### src/rtl/sbt_pkg.sv
package sbt_pkg;

  typedef enum logic [2:0] {
    CMD_NOP, CMD_ACT, CMD_RD, CMD_WR, CMD_PRE, CMD_REF, CMD_MRS, CMD_BST
  } cmd_e;

  typedef enum logic [2:0] {
    V_NONE        = 3'd0,
    V_IDLE_ACCESS = 3'd1,
    V_DOUBLE_ACT  = 3'd2,
    V_MRS_BUSY    = 3'd3,
    V_MRS_WAIT    = 3'd4
  } viol_e;

  localparam int AP_BIT   = 10;
  localparam int SELF_BIT = 8;
  localparam int CNT_W    = 3;

  function automatic cmd_e decode_cmd(input logic cs_n, input logic ras_n,
                                      input logic cas_n, input logic we_n);
    cmd_e c;
    if (cs_n) c = CMD_NOP;
    else begin
      unique case ({ras_n, cas_n, we_n})
        3'b011:  c = CMD_ACT;
        3'b101:  c = CMD_RD;
        3'b100:  c = CMD_WR;
        3'b010:  c = CMD_PRE;
        3'b001:  c = CMD_REF;
        3'b000:  c = CMD_MRS;
        3'b110:  c = CMD_BST;
        default: c = CMD_NOP;
      endcase
    end
    return c;
  endfunction

  // clock cycles taken by a burst: half the burst length
  function automatic logic [CNT_W-1:0] burst_cycles(input logic [2:0] code);
    logic [CNT_W-1:0] n;
    unique case (code)
      3'd2:    n = CNT_W'(2);
      3'd3:    n = CNT_W'(4);
      default: n = CNT_W'(1);
    endcase
    return n;
  endfunction

endpackage

### src/rtl/sbt_cmd_decode.sv
module sbt_cmd_decode
  import sbt_pkg::*;
(
  input  logic cs_n,
  input  logic ras_n,
  input  logic cas_n,
  input  logic we_n,
  output cmd_e cmd,
  output logic cmd_present
);
  assign cmd         = decode_cmd(cs_n, ras_n, cas_n, we_n);
  assign cmd_present = (cmd != CMD_NOP);
endmodule

### src/rtl/sbt_bank.sv
module sbt_bank #(
  parameter int ROW_W = 13
) (
  input  logic             clk,
  input  logic             rst_n,
  input  logic             open_en,
  input  logic             close_en,
  input  logic [ROW_W-1:0] row_in,
  output logic             active,
  output logic [ROW_W-1:0] row
);
  always_ff @(posedge clk) begin
    if (!rst_n) begin
      active <= 1'b0;
      row    <= '0;
    end else if (open_en) begin
      active <= 1'b1;
      row    <= row_in;
    end else if (close_en) begin
      active <= 1'b0;
    end
  end

  p_open_only_idle_r2: assert property (@(posedge clk) disable iff (!rst_n)
    open_en |-> !active);
  p_close_goes_idle_r7: assert property (@(posedge clk) disable iff (!rst_n)
    (close_en && !open_en) |=> !active);
endmodule

### src/rtl/sbt_burst.sv
module sbt_burst
  import sbt_pkg::*;
#(
  parameter int NUM_BANKS = 4,
  localparam int BA_W = $clog2(NUM_BANKS)
) (
  input  logic                 clk,
  input  logic                 rst_n,
  input  logic                 start,
  input  logic [BA_W-1:0]      start_bank,
  input  logic                 start_ap,
  input  logic [2:0]           bl_code,
  input  logic [NUM_BANKS-1:0] pre_mask,
  output logic                 busy,
  output logic                 burst_end,
  output logic [NUM_BANKS-1:0] ap_close_mask
);
  localparam logic [NUM_BANKS-1:0] ONE = {{(NUM_BANKS-1){1'b0}}, 1'b1};

  logic [CNT_W-1:0] cnt_q;
  logic             ap_pend_q;
  logic [BA_W-1:0]  ap_bank_q;
  logic             cut_other;
  logic             ap_fire;

  assign busy      = (cnt_q != '0);
  assign burst_end = (cnt_q == CNT_W'(1)) && !start;
  assign cut_other = start && busy && ap_pend_q && (ap_bank_q != start_bank);
  assign ap_fire   = ap_pend_q && (burst_end || cut_other);
  assign ap_close_mask = ap_fire ? (ONE << ap_bank_q) : '0;

  always_ff @(posedge clk) begin
    if (!rst_n) begin
      cnt_q     <= '0;
      ap_pend_q <= 1'b0;
      ap_bank_q <= '0;
    end else if (start) begin
      cnt_q     <= burst_cycles(bl_code);
      ap_pend_q <= start_ap;
      ap_bank_q <= start_bank;
    end else begin
      if (busy) cnt_q <= cnt_q - CNT_W'(1);
      if (burst_end || pre_mask[ap_bank_q]) ap_pend_q <= 1'b0;
    end
  end

  p_start_busy_r5: assert property (@(posedge clk) disable iff (!rst_n)
    start |=> busy);
  p_end_idle_r6: assert property (@(posedge clk) disable iff (!rst_n)
    burst_end |=> !busy);
  p_ap_within_burst_r13: assert property (@(posedge clk) disable iff (!rst_n)
    ap_pend_q |-> busy);
endmodule

### src/rtl/sbt_mode.sv
module sbt_mode
  import sbt_pkg::*;
#(
  parameter int ROW_W    = 13,
  parameter int MRS_WAIT = 2,
  localparam int WW = $clog2(MRS_WAIT + 1)
) (
  input  logic             clk,
  input  logic             rst_n,
  input  logic             load,
  input  logic [ROW_W-1:0] din,
  output logic [ROW_W-1:0] mode_q,
  output logic             in_wait
);
  logic [WW-1:0] wcnt_q;

  assign in_wait = (wcnt_q != '0);

  always_ff @(posedge clk) begin
    if (!rst_n) begin
      mode_q <= '0;
      wcnt_q <= '0;
    end else if (load) begin
      mode_q <= din;
      wcnt_q <= WW'(MRS_WAIT);
    end else begin
      mode_q[SELF_BIT] <= 1'b0;
      if (in_wait) wcnt_q <= wcnt_q - WW'(1);
    end
  end

  p_a8_clear_r10: assert property (@(posedge clk) disable iff (!rst_n)
    load |=> ##1 !mode_q[SELF_BIT]);
  p_wait_no_load_r11: assert property (@(posedge clk) disable iff (!rst_n)
    in_wait |-> !load);
endmodule

### src/rtl/sdram_bank_tracker.sv
module sdram_bank_tracker
  import sbt_pkg::*;
#(
  parameter int ROW_W     = 13,
  parameter int NUM_BANKS = 4,
  parameter int MRS_WAIT  = 2,
  localparam int BA_W = $clog2(NUM_BANKS)
) (
  input  logic                       clk,
  input  logic                       rst_n,
  input  logic                       cs_n,
  input  logic                       ras_n,
  input  logic                       cas_n,
  input  logic                       we_n,
  input  logic [BA_W-1:0]            ba,
  input  logic [ROW_W-1:0]           addr,
  output logic [NUM_BANKS-1:0]       bank_active,
  output logic [NUM_BANKS*ROW_W-1:0] open_rows,
  output logic                       burst_busy,
  output logic [ROW_W-1:0]           mode_reg,
  output logic [2:0]                 viol_code
);
  localparam logic [NUM_BANKS-1:0] ONE = {{(NUM_BANKS-1){1'b0}}, 1'b1};

  cmd_e cmd;
  logic cmd_present;
  logic in_wait;
  logic blocked, sel_active, any_busy;
  logic act_ok, rw_ok, mrs_hit, mrs_ok, pre_hit;
  logic burst_end;
  logic [NUM_BANKS-1:0] sel_mask, pre_mask, open_mask, ap_close_mask, close_mask;
  viol_e viol_next, viol_q;

  sbt_cmd_decode u_dec (
    .cs_n(cs_n), .ras_n(ras_n), .cas_n(cas_n), .we_n(we_n),
    .cmd(cmd), .cmd_present(cmd_present)
  );

  assign sel_mask   = ONE << ba;
  assign sel_active = bank_active[ba];
  assign any_busy   = (|bank_active) || burst_busy;
  assign blocked    = cmd_present && in_wait;

  assign act_ok  = !blocked && (cmd == CMD_ACT) && !sel_active;
  assign rw_ok   = !blocked && ((cmd == CMD_RD) || (cmd == CMD_WR)) && sel_active;
  assign mrs_hit = !blocked && (cmd == CMD_MRS) && (ba == '0);
  assign mrs_ok  = mrs_hit && !any_busy;
  assign pre_hit = !blocked && (cmd == CMD_PRE);

  assign pre_mask   = pre_hit ? (addr[AP_BIT] ? '1 : sel_mask) : '0;
  assign open_mask  = act_ok ? sel_mask : '0;
  assign close_mask = pre_mask | ap_close_mask;

  always_comb begin
    viol_next = V_NONE;
    if (blocked) viol_next = V_MRS_WAIT;
    else begin
      unique case (cmd)
        CMD_ACT:        if (sel_active) viol_next = V_DOUBLE_ACT;
        CMD_RD, CMD_WR: if (!sel_active) viol_next = V_IDLE_ACCESS;
        CMD_MRS:        if ((ba == '0) && any_busy) viol_next = V_MRS_BUSY;
        default:        viol_next = V_NONE;
      endcase
    end
  end

  always_ff @(posedge clk) begin
    if (!rst_n) viol_q <= V_NONE;
    else        viol_q <= viol_next;
  end
  assign viol_code = viol_q;

  for (genvar i = 0; i < NUM_BANKS; i++) begin : g_bank
    sbt_bank #(.ROW_W(ROW_W)) u_bank (
      .clk(clk), .rst_n(rst_n),
      .open_en(open_mask[i]), .close_en(close_mask[i]),
      .row_in(addr),
      .active(bank_active[i]),
      .row(open_rows[i*ROW_W +: ROW_W])
    );
  end

  sbt_burst #(.NUM_BANKS(NUM_BANKS)) u_burst (
    .clk(clk), .rst_n(rst_n),
    .start(rw_ok), .start_bank(ba), .start_ap(addr[AP_BIT]),
    .bl_code(mode_reg[2:0]), .pre_mask(pre_mask),
    .busy(burst_busy), .burst_end(burst_end), .ap_close_mask(ap_close_mask)
  );

  sbt_mode #(.ROW_W(ROW_W), .MRS_WAIT(MRS_WAIT)) u_mode (
    .clk(clk), .rst_n(rst_n),
    .load(mrs_ok), .din(addr),
    .mode_q(mode_reg), .in_wait(in_wait)
  );

  p_rw_needs_active_r4: assert property (@(posedge clk) disable iff (!rst_n)
    rw_ok |-> bank_active[ba]);
  p_mrs_idle_r8: assert property (@(posedge clk) disable iff (!rst_n)
    mrs_ok |-> (bank_active == '0 && !burst_busy));
  p_open_close_disjoint_r3: assert property (@(posedge clk) disable iff (!rst_n)
    (open_mask & close_mask) == '0);
  p_ap_end_closes_r6: assert property (@(posedge clk) disable iff (!rst_n)
    (burst_end && (ap_close_mask != '0)) |=> !burst_busy);
  p_wait_flags_r11: assert property (@(posedge clk) disable iff (!rst_n)
    blocked |=> (viol_code == 3'd4));
endmodule

### config.mk
export PLATFORM = sky130hd
export DESIGN_NAME = sdram_bank_tracker
export DESIGN_NICKNAME = d
export VERILOG_FILES = /design/src/rtl/sbt_pkg.sv /design/src/rtl/sbt_cmd_decode.sv /design/src/rtl/sbt_bank.sv /design/src/rtl/sbt_burst.sv /design/src/rtl/sbt_mode.sv /design/src/rtl/sdram_bank_tracker.sv
export SDC_FILE = /design/constraint.sdc
export NUM_CORES = 1
export LEC_CHECK = 0
export CAP_MARGIN = 15
export CORE_MARGIN = 4
export CORE_UTILIZATION = 35
export DETAILED_ROUTE_END_ITERATION = 8
export PLACE_DENSITY_LB_ADDON = 0.1
export RECOVER_POWER = 50
export SYNTH_ARGS = -nofsm -noshare
export SYNTH_HDL_FRONTEND = slang
export SYNTH_HIERARCHICAL = 1
export SYNTH_SLANG_ARGS = --single-unit
### constraint.sdc
create_clock -name clk -period 6.3 [get_ports clk]
set_clock_uncertainty 0.15 [all_clocks]
set_input_delay 0.63 -clock clk [delete_from_list [all_inputs] [get_ports clk]]
set_output_delay 0.63 -clock clk [all_outputs]
set_load 0.01 [all_outputs]
* Word level (Yosys, flattened, before mapping) *
Index checks and enable logic that the tools add are counted.

word-level totals
  register bits = 80
  logic and storage cells = 110
  output and inout bits = 73
  input port bits = 21

operators by class
  shift operators = 2
  reduce and logical (&&, ||, !) cells = 40
  muxes and demuxes = 30
  order comparisons = 2
  bitwise operators = 2
  equality and inequality tests = 15
  $add $sub $neg = 2

operators by type and width
  cell                 count
  $pmux 3 s7           1
  $eq 3x2->1 const B   6
  $mux 4               4
  $reduce_bool 2->1    8
  $eq 3x3->1 const B   5
  $logic_and 1x1->1    15
  $mux 1               13
  $mux 3               4
  $eq 3x1->1 const B   3
  $pmux 3 s3           1
  $mux 2               4
  $shl 1x2->4 const A  2
  $lt 2x3->1 const B   2
  $pmux 3 s2           1
  $reduce_bool 3->1    2
  $reduce_or 2->1      3
  $bmux 1 s2           2
  $logic_not 1->1      4
  $logic_or 1x1->1     4
  $or 4x4->4           1
  $reduce_or 4->1      1
  $logic_not 3->1      1
  $sub 3x1->3 const B  1
  $logic_not 2->1      1
  other kinds (4)      4

* Depth between registers and ports, before layout *
Gate-level depths: netlist of run 1.

  depth in word-level cells = 17
  gate-level depth with buffers = 10
  gate-level depth less buffers = 9

* Modules after synthesis *
The synthesis of run 1 kept the hierarchy.

by module, submodules not included
  module              cells each  area an instance (µm²)  instances  seq. area each (µm²)
  sbt_bank            45          540.5                   4          280.3
  sbt_mode            47          580.6                   1          300.3
  sbt_burst           46          422.9                   1          120.1
  sdram_bank_tracker  41          309.0                   1          60.1
  sbt_cmd_decode      9           56.3                    1          0.0

* Worst setup path before layout of run 1 *
OpenSTA, ideal clock, no wires.

  path type = input to register
  from = in ba[0]
  to = reg g_bank[2].u_bank.active
  path buffers = 1
  stages on the path = 9
  data arrival time = 2223 ps
  setup time = 58 ps
  slack = 3869 ps
  required time = 6092 ps
  cell sequence = buf_6 mux4_2 and4b_1 o211ai_1 o21ai_2 and4b_1 o21bai_1 nor2b_1 o21a_1

between the ends
  cells in the longest elaborated chain, start to end = 11
  elaborated cells between the ends (all ways) = 21
  those cells by class = 1 x eq/ne; 1 x shift; 7 x mux; 1 x bitwise; 11 x reduce/logical

ends and longest elaborated chain
  what                              RTL line                  RTL
  from (decl)                       sdram_bank_tracker.sv:15  input logic [BA_W-1:0] ba,
  $bmux 1 s2 (*)                    sdram_bank_tracker.sv:40  assign sel_active = bank_active[ba];
  $mux 1 (implied by the code) (*)  sdram_bank_tracker.sv:40
  $logic_and 1x1->1 (*)             sdram_bank_tracker.sv:45  assign rw_ok = !blocked && ((cmd == CMD_RD) || (cmd == CMD_WR)) && sel_active;
  net rw_ok                         sdram_bank_tracker.sv:29  logic act_ok, rw_ok, mrs_hit, mrs_ok, pre_hit;
  $logic_and 1x1->1 (3 in a row)    sbt_burst.sv:28           assign cut_other = start && busy && ap_pend_q && (ap_bank_q != start_bank);
  $logic_or 1x1->1 (*)              sbt_burst.sv:29           assign ap_fire = ap_pend_q && (burst_end || cut_other);
  $logic_and 1x1->1 (*)             sbt_burst.sv:29
  $mux 4 (*)                        sbt_burst.sv:30           assign ap_close_mask = ap_fire ? (ONE << ap_bank_q) : '0;
  net ap_close_mask[2]              sdram_bank_tracker.sv:31  logic [NUM_BANKS-1:0] sel_mask, pre_mask, open_mask, ap_close_mask, close_mask;
  $or 4x4->4 (*)                    sdram_bank_tracker.sv:52  assign close_mask = pre_mask | ap_close_mask;
  net close_mask[2]                 sdram_bank_tracker.sv:31
  $reduce_bool 2->1 (no line) (*)   n/a
  to (signal assigned)              sbt_bank.sv:14            active <= 1'b0;
  to (signal assigned)              sbt_bank.sv:17            active <= 1'b1;
  to (signal assigned)              sbt_bank.sv:20            active <= 1'b0;
  to (decl)                         sbt_bank.sv:9             output logic active,

The timed path passes the listed nets; every way through them passes the cells marked *. The select of a mux whose other input is x is not followed.
A chain may end at the register's enable or synchronous reset.

* Worst setup path in the final report of run 1 *
  from = in ba[0]
  to = reg g_bank[2].u_bank.row[12]

between the ends
  cells in the longest elaborated chain, start to end = 5
  elaborated cells between the ends (all ways) = 6
  those cells by class = 1 x shift; 3 x mux; 2 x reduce/logical

ends and longest elaborated chain
  what                          RTL line                  RTL
  $bmux 1 s2                    sdram_bank_tracker.sv:40
  $mux 1 (implied by the code)  sdram_bank_tracker.sv:40
  $logic_not 1->1               n/a
  $logic_and 1x1->1             sdram_bank_tracker.sv:44  assign act_ok = !blocked && (cmd == CMD_ACT) && !sel_active;
  $mux 4 (*)                    sdram_bank_tracker.sv:51  assign open_mask = act_ok ? sel_mask : '0;
  net open_mask[2]              sdram_bank_tracker.sv:31
  to (signal assigned)          sbt_bank.sv:18            row <= row_in;
  to (decl)                     sbt_bank.sv:10            output logic [ROW_W-1:0] row

Marked as above.

==> impl_metrics.env, run 1 <==
export IMPL_crit_chain="dlygate4sd3_1 -> mux4_2 -> nand3b_1 -> nor3_2 -> buf_4 -> mux2i_1 -> nor2b_1"
export IMPL_vias=2551
export IMPL_vdd_drop_max_mv=0.1337
export IMPL_start_util_pct=36.09
export IMPL_syn_area_per_cell_sq_um=10.95
export IMPL_p_leak_uw=0.001803
export IMPL_finalSetupViolCount=0
export IMPL_h_tree_depth=3
export IMPL_cts_tree="yes"
export IMPL_antenna_found_initial=0
export IMPL_dieArea_sq_mm=0.01175
export IMPL_grtUsageTotal_pct=15.22
export IMPL_syn_area_sq_mm=0.003527
export IMPL_cts_root_buffer="clkbuf_8"
export IMPL_worst_setup_path_start_kind="input port"
export IMPL_n_antenna_cell=0
export IMPL_clk_path_buf_depth=2
export IMPL_crit_family="buffers and inverters"
export IMPL_synth_warnings=6
export IMPL_min_from="u_mode/wcnt_q[0]"
export IMPL_clk_latency_ps=340
export IMPL_syn2layout_area_growth_pct=34.27
export IMPL_cp_max_fo=9
export IMPL_dr_pass1_iters=4
export IMPL_clkTransAtPathRegs_ps=80
export IMPL_r2r_end="u_mode/mode_q[3]"
export IMPL_period_needed_ps=3554
export IMPL_min_period_over_period_pct=56.41
export IMPL_hold_depth=1
export IMPL_slew_headroom_pct=33.82
export IMPL_status="complete, no violations"
export IMPL_crit_buf_inv=2
export IMPL_core_area_sq_mm=0.009774
export IMPL_grt_pass1_vias=2629
export IMPL_endpoint_kind="register"
export IMPL_cts_made_buffers=9
export IMPL_cts_hold_buf=0
export IMPL_cts_resized=0
export IMPL_grt_pass1_wl_microns=13790
export IMPL_avgRoutedWirePerCell_microns=15.38
export IMPL_cp_slowest_cell="dlygate4sd3_1"
export IMPL_rows=36
export IMPL_route_detailed_drc=0
export IMPL_tns_ps=0
export IMPL_worst_pin_slew_ps=992.7
export IMPL_cap_violations=0
export IMPL_gp_congestion=0.7686
export IMPL_routed_via_density=4.621
export IMPL_port_buffers=93
export IMPL_die_w_microns=108.4
export IMPL_hold_viol=0
export IMPL_drt_total_wl_microns=8490
export IMPL_worst_r2r_setup_slack_ps=3390
export IMPL_final_max_slew_viol_count=0
export IMPL_synth_fp_nets=346
export IMPL_required_ps=6390
export IMPL_rsz0062_at_grt="no"
export IMPL_p_per_area_mw_per_mm2=246.8
export IMPL_drt_iter0_markers=73
export IMPL_final_util_pct=48.45
export IMPL_ios=94
export IMPL_layout_drive_gt1_share_pct=7.637
export IMPL_cp_arrival_ps=3650
export IMPL_finalNetCount=438
export IMPL_reg2reg_from="u_burst/cnt_q[0]"
export IMPL_critical_path_class="input port to register"
export IMPL_hold_class="register to register"
export IMPL_hold_path_endpoint="u_mode/wcnt_q[0]"
export IMPL_clock_sinks=80
export IMPL_grt_max_degree=81
export IMPL_die_h_microns=108.4
export IMPL_clock_fmax_mhz=281.4
export IMPL_holdWs_ps=357.7
export IMPL_syn_instance_count=322
export IMPL_hpwlAfterDp_microns=5722
export IMPL_postCtsSetupBuffers=0
export IMPL_crit_path_max_incr_delay_ps=810
export IMPL_ant_nets=0
export IMPL_grt_overflow_total=0
export IMPL_ff2ff_path_depth=8
worst max-delay path by stage:
stage	from	endpoint	slack, ps	cells after the start
after CTS	ba[0]	g_bank[2].u_bank/row[12]	2810	7
after global placement	ba[0]	g_bank[2].u_bank/row[10]	2530	7
after global routing	ba[0]	g_bank[2].u_bank/row[0]	2570	7
final	ba[0]	g_bank[2].u_bank/row[12]	2750	7
after detailed placement	ba[0]	g_bank[2].u_bank/row[12]	2440	7
after floorplan	ba[0]	g_bank[2].u_bank/active	3870	9
placed cells by master (no fill, tap or decap), types with 2 or more instances in the layout:
cell	instances
a21oi_1	8
and2_1	2
and3_1	3
and4_1	2
and4b_1	3
buf_4	5
bufinv_16	3
clkbuf_8	10
clkdlybuf4s50_1	18
clkinvlp_4	2
dfxtp_1	80
dlygate4sd3_1	74
ha_1	3
inv_1	5
mux2i_1	67
nand2_1	3
nand2b_1	4
nand3b_1	3
nor2_1	9
nor2b_1	73
nor3_2	4
o211ai_1	3
o21a_1	5
o21bai_1	4
xnor2_1	2
xor2_1	2
report_power, final:
part           switching, uW  internal (uW)  total (uW)
clock network            193            275         468
logic                   84.5           84.7         169
registers               10.4            521         531
flip-flops by register name (all words and copies together), names as in the netlist:
signal,cells
u_burst/ap_bank_q,2
u_mode/mode_q,13
u_burst/cnt_q,3
g_bank.u_bank/row,52
u_burst/ap_pend_q,1
viol_code,3
u_mode/wcnt_q,2
g_bank.u_bank/active,4
final cells by class:
| cell class | count | area (sq um) |
|---|---|---|
| clock buffer | 10 | 137.6 |
| timing repair buffer | 98 | 963.4 |
| sequential | 80 | 1602 |
| multi-input combinational | 220 | 1734 |
| fill | 947 | 5039 |
| tap | 133 | 166.4 |
| clock inverter | 6 | 113.9 |
| inverter | 5 | 18.77 |
routing by layer:
layer,track usage [%],share of wire [%]
met5,0,0
met2,24.78,47
met4,3.787,1.2
met3,5.970,6.8
met1,18.94,45
through the flow:
stage / total power, uW / std cells / cell area (sq um) / setup slack (ps)
global placement: 714.0 / 536 / 4486 / 2535
finish: 1169 / 552 / 4736 / 2746
detailed placement: 717.7 / 536 / 4486 / 2443
CTS: 1193 / 552 / 4737 / 2812
global route: 1227 / 552 / 4736 / 2572
floorplan: 650.7 / 322 / 3527 / 3869
No activity file was read; power rests on OpenSTA's default activity.
==> run 2, diff against run 1 <==
- clock period: 6.3 -> 3 ns (I/O delays scaled with it)
==> impl_metrics.env, run 2 (same netlist as run 1, synthesis figures left out) <==
export IMPL_worst_r2r_setup_slack_ps=600
export IMPL_p_switching_uw=582.6
export IMPL_clk_path_buf_depth=2
export IMPL_min_period_over_period_pct=80.75
export IMPL_crit_buf_inv=2
export IMPL_slew_headroom_pct=72.58
export IMPL_final_common_cell="dfxtp_1"
export IMPL_finalNetCount=447
export IMPL_power_frac_clock_pct=41.0
export IMPL_tns_ps=0
export IMPL_hold_depth=2
export IMPL_worst_pin_slew_ps=410.0
export IMPL_reg2reg_from="u_burst/cnt_q[0]"
export IMPL_antenna_found_initial=0
export IMPL_cp_arrival_ps=2510
export IMPL_route_detailed_drc=0
export IMPL_dr_pass1_iters=4
export IMPL_cts_hold_buf=0
export IMPL_vdd_drop_max_mv=0.2756
export IMPL_status="complete, no violations"
export IMPL_final_max_slew_viol_count=0
export IMPL_cts_tree="yes"
export IMPL_grt_pass1_vias=2555
export IMPL_drt_iter0_markers=91
export IMPL_clock_fmax_mhz=412.8
export IMPL_cts_root_buffer="clkbuf_8"
export IMPL_dieArea_sq_mm=0.01175
export IMPL_regMostFlops="g_bank.u_bank/row"
export IMPL_avgRoutedWirePerCell_microns=15.31
export IMPL_hold_class="input port to register"
export IMPL_rows=36
export IMPL_intPower_uw=1912
export IMPL_crit_family="simple AND/OR/NAND/NOR gates"
export IMPL_period_needed_ps=2423
export IMPL_final_cell_mix="dfxtp_1, nor2b_1, dlygate4sd3_1, mux2i_1, clkdlybuf4s50_1"
export IMPL_place_area_sq_mm=0.004566
export IMPL_crit_chain="dlygate4sd3_1 -> xnor2_1 -> nor2_1 -> nor2b_1 -> nand3b_1 -> nor3_2 -> buf_4 -> mux2i_1 -> nor2b_1"
export IMPL_crit_path_max_incr_delay_ps=610
export IMPL_ios=94
export IMPL_n_antenna_cell=0
export IMPL_fillers=956
export IMPL_cts_resized=0
export IMPL_finalSetupViolCount=0
export IMPL_vias=2604
export IMPL_p_leak_uw=0.001855
export IMPL_routed_via_density=4.650
export IMPL_cpMostUsedCell="nor2b_1"
export IMPL_required_ps=3090
export IMPL_largest_reg_flops=52
export IMPL_gp_congestion=0.8193
export IMPL_grt_overflow_total=0
export IMPL_rsz0062_at_grt="no"
export IMPL_p_per_area_mw_per_mm2=517.7
export IMPL_layout_drive_gt1_share_pct=9.133
export IMPL_top_regs="g_bank.u_bank/row x52, u_mode/mode_q x13, g_bank.u_bank/active x4"
export IMPL_cp_slowest_cell="dlygate4sd3_1"
export IMPL_cap_violations=0
export IMPL_die_w_microns=108.4
export IMPL_core_area_sq_mm=0.009774
export IMPL_r2r_end="u_mode/mode_q[2]"
export IMPL_cp_max_fo=10
export IMPL_syn2layout_area_growth_pct=36.61
export IMPL_crit_path_end="g_bank[1].u_bank/row[5]"
export IMPL_path_depth=9
export IMPL_combPwrFrac_pct=14.3
export IMPL_clkTransAtPathRegs_ps=80
export IMPL_stdcell_area_sq_mm=0.004818
export IMPL_hpwlAfterDp_microns=5948
export IMPL_start_util_pct=36.09
export IMPL_clk_latency_ps=340
export IMPL_cts_made_buffers=9
export IMPL_grt_pass1_wl_microns=13710
export IMPL_hold_viol=0
export IMPL_critical_path_class="input port to register"
export IMPL_pwr_share_seq_pct=44.7
export IMPL_grtUsageTotal_pct=15.15
export IMPL_h_tree_depth=3
export IMPL_worst_setup_path_start_kind="input port"
export IMPL_ant_nets=0
export IMPL_postCtsSetupBuffers=0
export IMPL_endpoint_kind="register"
export IMPL_drt_total_wl_microns=8573
export IMPL_clock_sinks=80
export IMPL_grt_max_degree=48
export IMPL_critPathLaunch="we_n"
export IMPL_p_sw_share_pct=23.36
export IMPL_ff2ff_path_depth=9
export IMPL_final_util_pct=49.30
export IMPL_die_h_microns=108.4
export IMPL_port_buffers=93
[run 2: power by group through the flow]
| stage | clock network (uW) | logic, uW | registers [uW] |
|---|---|---|---|
| 2_1_floorplan | 0 | 223 | 1140 |
| 3_3_place_gp | 0 | 363 | 1140 |
| 3_5_place_dp | 0 | 367 | 1140 |
| 4_1_cts | 1050 | 369 | 1120 |
| 5_1_grt | 1110 | 398 | 1120 |
| 6_report | 1020 | 357 | 1110 |
[run 2: per-stage QoR]
step           std cells  setup slack, ps  hold slack [ps]  power [uW]
2_1_floorplan        322            712.0            267.7        1366
3_3_place_gp         545            317.0            328.3        1503
3_5_place_dp         545            311.8            328.3        1507
4_1_cts              560            582.5            216.5        2539
5_1_grt              560            395.0            231.0        2627
6_report             560            577.5            235.1        2495
[run 2: cell type report]
class	instances	area [sq um]	area share, %
well taps	133	166.4	3.454
repair buffers	107	1040	21.58
inverters	5	18.77	0.3895
clock buffers	10	127.6	2.649
clock inverters	5	128.9	2.675
flip-flops and latches	80	1602	33.24
multi-input cells	220	1735	36.02
[run 2: worst reg2reg max path, stage by stage (launching register included)]
cell      delay [ps]
dfxtp_1          340
inv_1             90
ha_1             160
nand2b_1         160
or4_1            560
nor2_1           100
and4_1           250
buf_12           200
mux2i_1          220
nor2b_1           60
[run 2: worst min-delay path by stage]
stage | start | to | slack [ps]
6_report | rst_n | g_bank[1].u_bank/active | 240
5_1_grt | rst_n | g_bank[2].u_bank/active | 230
4_1_cts | rst_n | g_bank[2].u_bank/active | 220
3_5_place_dp | u_mode/wcnt_q[0] | u_mode/wcnt_q[0] | 330
3_3_place_gp | u_mode/wcnt_q[0] | u_mode/wcnt_q[0] | 330
2_1_floorplan | rst_n | u_burst/cnt_q[1] | 270
[run 2: routing by layer]
metal,vias up,global-route usage [%],share of wire [%]
met5,-,0,0
li1,1303,-,-
met1,1214,20.46,46
met4,0,4.869,1.2
met3,8,5.552,8.0
met2,79,22.47,45
==> run 3, diff against run 2 <==
- clock period: 3 -> 2.1 ns (I/O delays scaled with it)
==> impl_metrics.env, run 3 (same netlist as run 1, synthesis figures left out) <==
export IMPL_status="finished with violations"
export IMPL_failed_checks="negative setup slack"
export IMPL_cap_violations=0
export IMPL_grt_pass1_wl_microns=14480
export IMPL_crit_buf_inv=2
export IMPL_period_needed_ps=2199
export IMPL_finalNetCount=473
export IMPL_top_regs="g_bank.u_bank/row x52, u_mode/mode_q x13, g_bank.u_bank/active x4"
export IMPL_reg2reg_from="g_bank[3].u_bank/active"
export IMPL_slew_headroom_pct=58.94
export IMPL_min_period_over_period_pct=104.7
export IMPL_clkTransAtPathRegs_ps=80
export IMPL_cts_made_buffers=9
export IMPL_grt_overflow_total=0
export IMPL_worst_setup_path_start_kind="register"
export IMPL_endpoint_kind="register"
export IMPL_grt_pass1_vias=2805
export IMPL_clock_sinks=80
export IMPL_port_buffers=93
export IMPL_ios=94
export IMPL_final_cell_mix="dfxtp_1, nor2b_1, mux2i_1, clkdlybuf4s50_1, dlygate4sd3_1"
export IMPL_p_leak_uw=0.001906
export IMPL_cts_tree="yes"
export IMPL_cts_root_buffer="clkbuf_8"
export IMPL_die_h_microns=108.4
export IMPL_power_uw=3413
export IMPL_rows=36
export IMPL_dp_slack_ps=-520.2
export IMPL_cp_slowest_cell="mux4_2"
export IMPL_route_detailed_drc=0
export IMPL_layout_drive_gt1_share_pct=17.84
export IMPL_crit_path_max_incr_delay_ps=500
export IMPL_antenna_found_initial=0
export IMPL_clock_fmax_mhz=454.7
export IMPL_avgRoutedWirePerCell_microns=15.44
export IMPL_cp_max_fo=8
export IMPL_clk_latency_ps=340
export IMPL_grtUsageTotal_pct=16.07
export IMPL_n_antenna_cell=0
export IMPL_cp_arrival_ps=2290
export IMPL_ant_nets=0
export IMPL_largest_reg_flops=52
export IMPL_clk_path_buf_depth=2
export IMPL_critical_path_class="register to register"
export IMPL_critPathLaunch="g_bank[3].u_bank/active"
export IMPL_die_w_microns=108.4
export IMPL_drt_total_wl_microns=9065
export IMPL_vdd_drop_max_mv=0.3155
export IMPL_core_area_sq_mm=0.009774
export IMPL_drt_iter0_markers=61
export IMPL_hold_viol=0
export IMPL_grt_max_degree=31
export IMPL_routed_via_density=4.557
export IMPL_dieArea_sq_mm=0.01175
export IMPL_rsz0062_at_grt="yes"
export IMPL_crit_family="multiplexers"
export IMPL_gp_congestion=0.8252
export IMPL_final_max_slew_viol_count=0
export IMPL_worst_pin_slew_ps=615.9
export IMPL_dr_pass1_iters=4
export IMPL_finalSetupViolCount=56
export IMPL_crit_chain="mux4_2 -> nand3b_1 -> buf_4 -> nor3_4 -> buf_6 -> mux2i_1 -> nor2b_1"
export IMPL_fillers=920
export IMPL_required_ps=2190
export IMPL_hpwlAfterDp_microns=6339
export IMPL_syn2layout_area_growth_pct=44.31
export IMPL_p_per_area_mw_per_mm2=670.5
export IMPL_regMostFlops="g_bank.u_bank/row"
export IMPL_min_from="rst_n"
export IMPL_setup_slack_ps=-99.33
export IMPL_final_common_cell="dfxtp_1"
export IMPL_h_tree_depth=3
export IMPL_vias=2675
export IMPL_tns_ps=-3010
export IMPL_hold_class="input port to register"
export IMPL_start_util_pct=36.09
==> run 3: cell types whose count changed in the layout (fill, tap and decap cells not counted), sizes merged <==
cell	delta
buf	+27
bufinv	-3
clkbuf	-1
clkdlybuf4s50	+30
clkinv	+4
clkinvlp	+1
dlygate4sd2	+1
dlygate4sd3	-33
dlymetal6s2s	+2
inv	-1
==> run 3: metal layers <==
metal  track usage (%)  vias to the layer above  wire [microns]
met5                 0                        -               0
met4             6.222                        0             149
met3             4.299                       13             521
met2             26.15                       61            4289
met1             20.32                     1244            4104
li1                  -                     1357               -
==> run 3: path summary, 6_finish.rpt <==
kind,end,slack [ps],cells after the start
setup / recovery,g_bank[3].u_bank/row[5],-100,7
hold reg to reg,u_mode/wcnt_q[0],360,1
hold / removal,u_burst/cnt_q[1],250,2
setup reg to reg,g_bank[3].u_bank/row[5],-100,7
==> run 3: through the flow <==
step | hold slack, ps | utilization (%) | area (sq um) | cells
5_1_grt | 264.9 | 52.07 | 5090 | 587
2_1_floorplan | 177.7 | - | 3552 | 322
4_1_cts | 243.3 | 51.77 | 5060 | 585
3_3_place_gp | 343.9 | 48.55 | 4746 | 564
3_5_place_dp | 354.3 | 48.55 | 4746 | 564
6_report | 250.6 | 52.07 | 5090 | 587
==> run 3: final cells by class <==
class	count	area, sq um	area share, %
Timing Repair Buffer	133	1296	25.47
Clock buffer	10	137.6	2.704
Sequential cell	80	1605	31.54
Inverter	5	18.77	0.3687
Tap cell	133	166.4	3.269
Clock inverter	6	68.82	1.352
Multi-Input combinational cell	220	1797	35.30
==> run 3: what timing repair did <==
item / 4_1_cts / 5_1_grt
setup endpoints to repair: 64 / 72
buffers inserted: 5 / 2
endpoints found under the hold margin: 0 / 0
hold buffers: 0 / 0
pin swaps: 2 / 4
resized for setup: 20 / 6
==> run 3: where the power goes <==
group          internal [uW]  total [uW]  switching [uW]
clock                    586        1160             573
combinational            360         655             296
sequential              1560        1600            34.4
total                   2510        3410             903
